<file path="src/rtl/pin_change_irq.sv">
module pin_change_irq #(
  parameter int NPINS = 8,
  parameter int SYNC_STAGES = 2,
  parameter logic [NPINS-1:0] IDLE_LEVEL = '0
) (
  input  logic             clk,
  input  logic             rst_n,
  input  logic [NPINS-1:0] pins,
  input  logic             reg_wr,
  input  logic [1:0]       reg_addr,
  input  logic [NPINS-1:0] reg_wdata,
  output logic [NPINS-1:0] reg_rdata,
  output logic             irq
);

  localparam logic [1:0] A_MASK = 2'd0;
  localparam logic [1:0] A_EN   = 2'd1;
  localparam logic [1:0] A_FLAG = 2'd2;

  logic [NPINS-1:0] cap_q;
  logic [NPINS-1:0] sync_q [SYNC_STAGES];
  logic [NPINS-1:0] mask_q, gated, gated_d;
  logic             en_q, set_q, flag_q, clr;

  assign gated = sync_q[SYNC_STAGES-1] & mask_q;
  assign clr   = reg_wr && reg_addr == A_FLAG && reg_wdata[0];
  assign irq   = flag_q & en_q;

  always_ff @(posedge clk or negedge rst_n) begin
    if (!rst_n) begin
      cap_q <= IDLE_LEVEL;
      for (int i = 0; i < SYNC_STAGES; i++) sync_q[i] <= IDLE_LEVEL;
      gated_d <= '0;
      set_q   <= 1'b0;
    end else begin
      cap_q     <= pins;
      sync_q[0] <= cap_q;
      for (int i = 1; i < SYNC_STAGES; i++) sync_q[i] <= sync_q[i-1];
      gated_d <= gated;
      set_q   <= |(gated ^ gated_d);
    end
  end

  always_ff @(posedge clk or negedge rst_n) begin
    if (!rst_n) begin
      mask_q <= '0;
      en_q   <= 1'b0;
      flag_q <= 1'b0;
    end else begin
      if (reg_wr && reg_addr == A_MASK) mask_q <= reg_wdata;
      if (reg_wr && reg_addr == A_EN) en_q <= reg_wdata[0];
      flag_q <= set_q | (flag_q & ~clr);
    end
  end

  always_comb begin
    reg_rdata = '0;
    case (reg_addr)
      A_MASK:  reg_rdata = mask_q;
      A_EN:    reg_rdata[0] = en_q;
      A_FLAG:  reg_rdata[0] = flag_q;
      default: reg_rdata = '0;
    endcase
  end


  flag_set_chk: assert property (@(posedge clk) disable iff (!rst_n)
    set_q |=> flag_q);


  flag_sticky_chk: assert property (@(posedge clk) disable iff (!rst_n)
    flag_q && !clr |=> flag_q);


  flag_clear_chk: assert property (@(posedge clk) disable iff (!rst_n)
    flag_q && clr && !set_q |=> !flag_q);


  set_wins_chk: assert property (@(posedge clk) disable iff (!rst_n)
    set_q && clr |=> flag_q);


  no_spurious_chk: assert property (@(posedge clk) disable iff (!rst_n)
    !set_q && !flag_q |=> !flag_q);


  irq_gate_chk: assert property (@(posedge clk) disable iff (!rst_n)
    irq |-> flag_q && en_q);

endmodule

</file>
<file path="config.mk">
export PLATFORM = sky130hd
export DESIGN_NAME = pin_change_irq
export DESIGN_NICKNAME = d
export VERILOG_FILES = /design/src/rtl/pin_change_irq.sv
export SDC_FILE = /design/constraint.sdc
export NUM_CORES = 1
export LEC_CHECK = 0
export BUFFER_PORTS_ARGS = -buffer_cell sky130_fd_sc_hd__buf_2
export CORE_ASPECT_RATIO = 0.7
export CORE_UTILIZATION = 27
export DETAILED_ROUTE_END_ITERATION = 6
export PLACE_DENSITY = 0.44
export SYNTH_ARGS = -nofsm -noshare
export SYNTH_HDL_FRONTEND = slang
export SYNTH_SLANG_ARGS = --single-unit
</file>
<file path="constraint.sdc">
create_clock -name clk -period 1.85 [get_ports clk]
set_clock_uncertainty 0.05 [all_clocks]
set_input_delay 0.37 -clock clk [delete_from_list [all_inputs] [get_ports clk]]
set_output_delay 0.37 -clock clk [all_outputs]
set_load 0.02 [all_outputs]
</file>
==> run metrics <==
maximum clock path buffer count 2; RSZ-0062 raised after global routing false; startpoint class of the critical path flop; grt ovf 0; antenna cells 0; Non-Filler Instances 209; Most used DFF post-synth dfrtp_1; final period utilization 0.804; setup bufs post-CTS 0; top cell type's share of synthesized area 0.731; cts repair resizes 0; top sig layer met4; area of the die 5750 um^2; synthesized area 1470 um^2; design area 1810 um^2; static leakage 0.854 nW; Crit path largest cell delay 0.40 ns; Critical Path Sink Type output port; Post-synth EDFFs 0; Post-synth ARST share 1.00; CTS Root Cell clkbuf_8; Antenna Nets Post-Route 0; R2R Path Start mask_q[7]$_DFFE_PN0P_; GPL Wtd Cong 0.688; Yosys cell types 16; setup TNS 0 ns; drt first pass iters 2; Clock Latency Late Sink 0.29 ns; number of fill cells 545; Fin. Hold Viols 0; TritonCTS Buffers 5; Synth area leader dfrtp_1; maximum VDD drop 0.319 mV; area grow syn2layout 22.7%; core footprint 5230 um^2; CP Max Fanout 5; met1 WL 1170 um; Synth area leaders dfrtp_1 73%, mux2_2 6.9%, and2_1 6.4%, and3_1 3.4%, a21oi_1 2.7%; Clock Sinks 43; first-pass GRT wire length 4170 um; Area after DPL 1720 um^2; Worst-Margin Slew 0.682 ns; H-tree depth 2; Post-DP HPWL 1700 um; CP cell instances mux2i_1, o21ai_0, buf_2; YS warnings 0; PwrDens 1030 nW/um^2; final setup fails 0; most common library cells after synthesis 43 x dfrtp_1, 15 x and2_1, 9 x mux2_2; CTS tree built; metal3 WL 153 um; syn nets 120; Total Power 1.87 mW; vias per std cell 4.10; FF-to-FF End set_q$_DFF_PN0_; Starting Density 0.281; Boundary Pins 30; most common cell in the netlist dfrtp_1; pre-CTS setup slack 0.317 ns; 1st-iter DRT viols 29; largest net degree at the start of global routing 32; layout cell share with drive strength beyond 1 0.372; Clk pin slew, worst setup/hold paths 0.07 ns; critical path data arrival time 1.07 ns; Setup Crit Path Kind reg2out; total number of vias 856; r2r setup slk 0.50 ns; Syn Area/Cell 14.9 um^2; Slew headroom 0.545; Die Span Y 63.8 um; final slew viol count 0; Util after Layout 0.345; port bufs 29; Yosys reg bits 43; drc violations 0; Final nets 158; worst min path class in2async; f_max 672 MHz; Final WS setup 0.362 ns; outcome complete, no violations; final WL 2400 um; max_cap viols 0; Slowest-stage cell, CP dfrtp_1; post-placement cell count 202; Cell Rows 22; Period minus WS final 1.49 ns; Seq/Total Area, Yosys 0.731; total track usage 0.0992; die span in x 90.2 um; Gate Count Post-Synth 99; Worst Reg-to-Reg Cells 3; initial antenna violation count 0; vias in the first global route 886; WL per Instance 11.5 um; WHS 0.0670 ns; crit path from mask_q[0]$_DFFE_PN0P_; met2 WL 1020 um; Worst Path Required 1.43 ns; CTS Hold Buffers Added 0
-- sequential cells by signal (all words and copies together) (netlist names) --
name     flops
sync_q      16
flag_q       1
en_q         1
cap_q        8
set_q        1
gated_d      8
mask_q       8
-- worst max-delay path by stage --
stage	endpoint	depth (start not counted)
after floorplan	reg_rdata[0]	2
after global placement	mask_q[4]$_DFFE_PN0P_	4
after detailed placement	mask_q[4]$_DFFE_PN0P_	4
after CTS	reg_rdata[0]	3
after global routing	reg_rdata[0]	3
final	reg_rdata[0]	3
-- where the power goes --
group / internal [mW] / switching (mW)
clock: 0.293 / 0.290
combinational: 0.106 / 0.0990
sequential: 1.03 / 0.0557
-- critical path, delay by kind of cell (launching register included) --
family | cells | cell delay (ns)
compound gates | 1 | 0.12
flops | 1 | 0.40
mux | 1 | 0.08
buf+inv | 1 | 0.18
-- cells in the final DEF (no fill, tap or decap) --
| cell type | netlist | final |
|---|---|---|
| buf_4 | 0 | 3 |
| nor2b_1 | 1 | 1 |
| a21o_1 | 1 | 1 |
| nand4b_1 | 1 | 1 |
| and3_1 | 8 | 8 |
| a21oi_1 | 8 | 8 |
| clkbuf_8 | 0 | 6 |
| clkinv_2 | 0 | 1 |
| mux2i_1 | 1 | 1 |
| and2_2 | 2 | 2 |
| nor2_2 | 1 | 1 |
| buf_2 | 0 | 29 |
| o21ai_0 | 1 | 1 |
| nand2_1 | 2 | 2 |
| and2_1 | 15 | 15 |
| or4_1 | 1 | 1 |
| mux2_2 | 9 | 9 |
| dfrtp_1 | 43 | 43 |
| o22ai_1 | 4 | 4 |
-- final cells by class --
type | instances | area [um^2] | area share
clock buffer | 6 | 82.6 | 0.0457
sequential | 43 | 1080 | 0.596
multi-input combinational | 55 | 384 | 0.213
timing repair buffer | 32 | 168 | 0.0929
clock inverter | 1 | 5.00 | 0.00277
tap | 72 | 90.1 | 0.0499
-- kinds of logic after synthesis --
family | share of synthesized area
DFF | 0.731
and+or+nand+nor | 0.133
muxes | 0.0757
AOI/OAI and AO/OA | 0.0527
buffers and inverters | 0.00765
-- per-layer routing --
layer | vias up | global-route usage
li1 | 414 | -
met3 | 8 | 0.0452
met1 | 412 | 0.124
met2 | 22 | 0.140
met4 | 0 | 0.0605
met5 | - | 0
(Power assumes the default switching activity.)
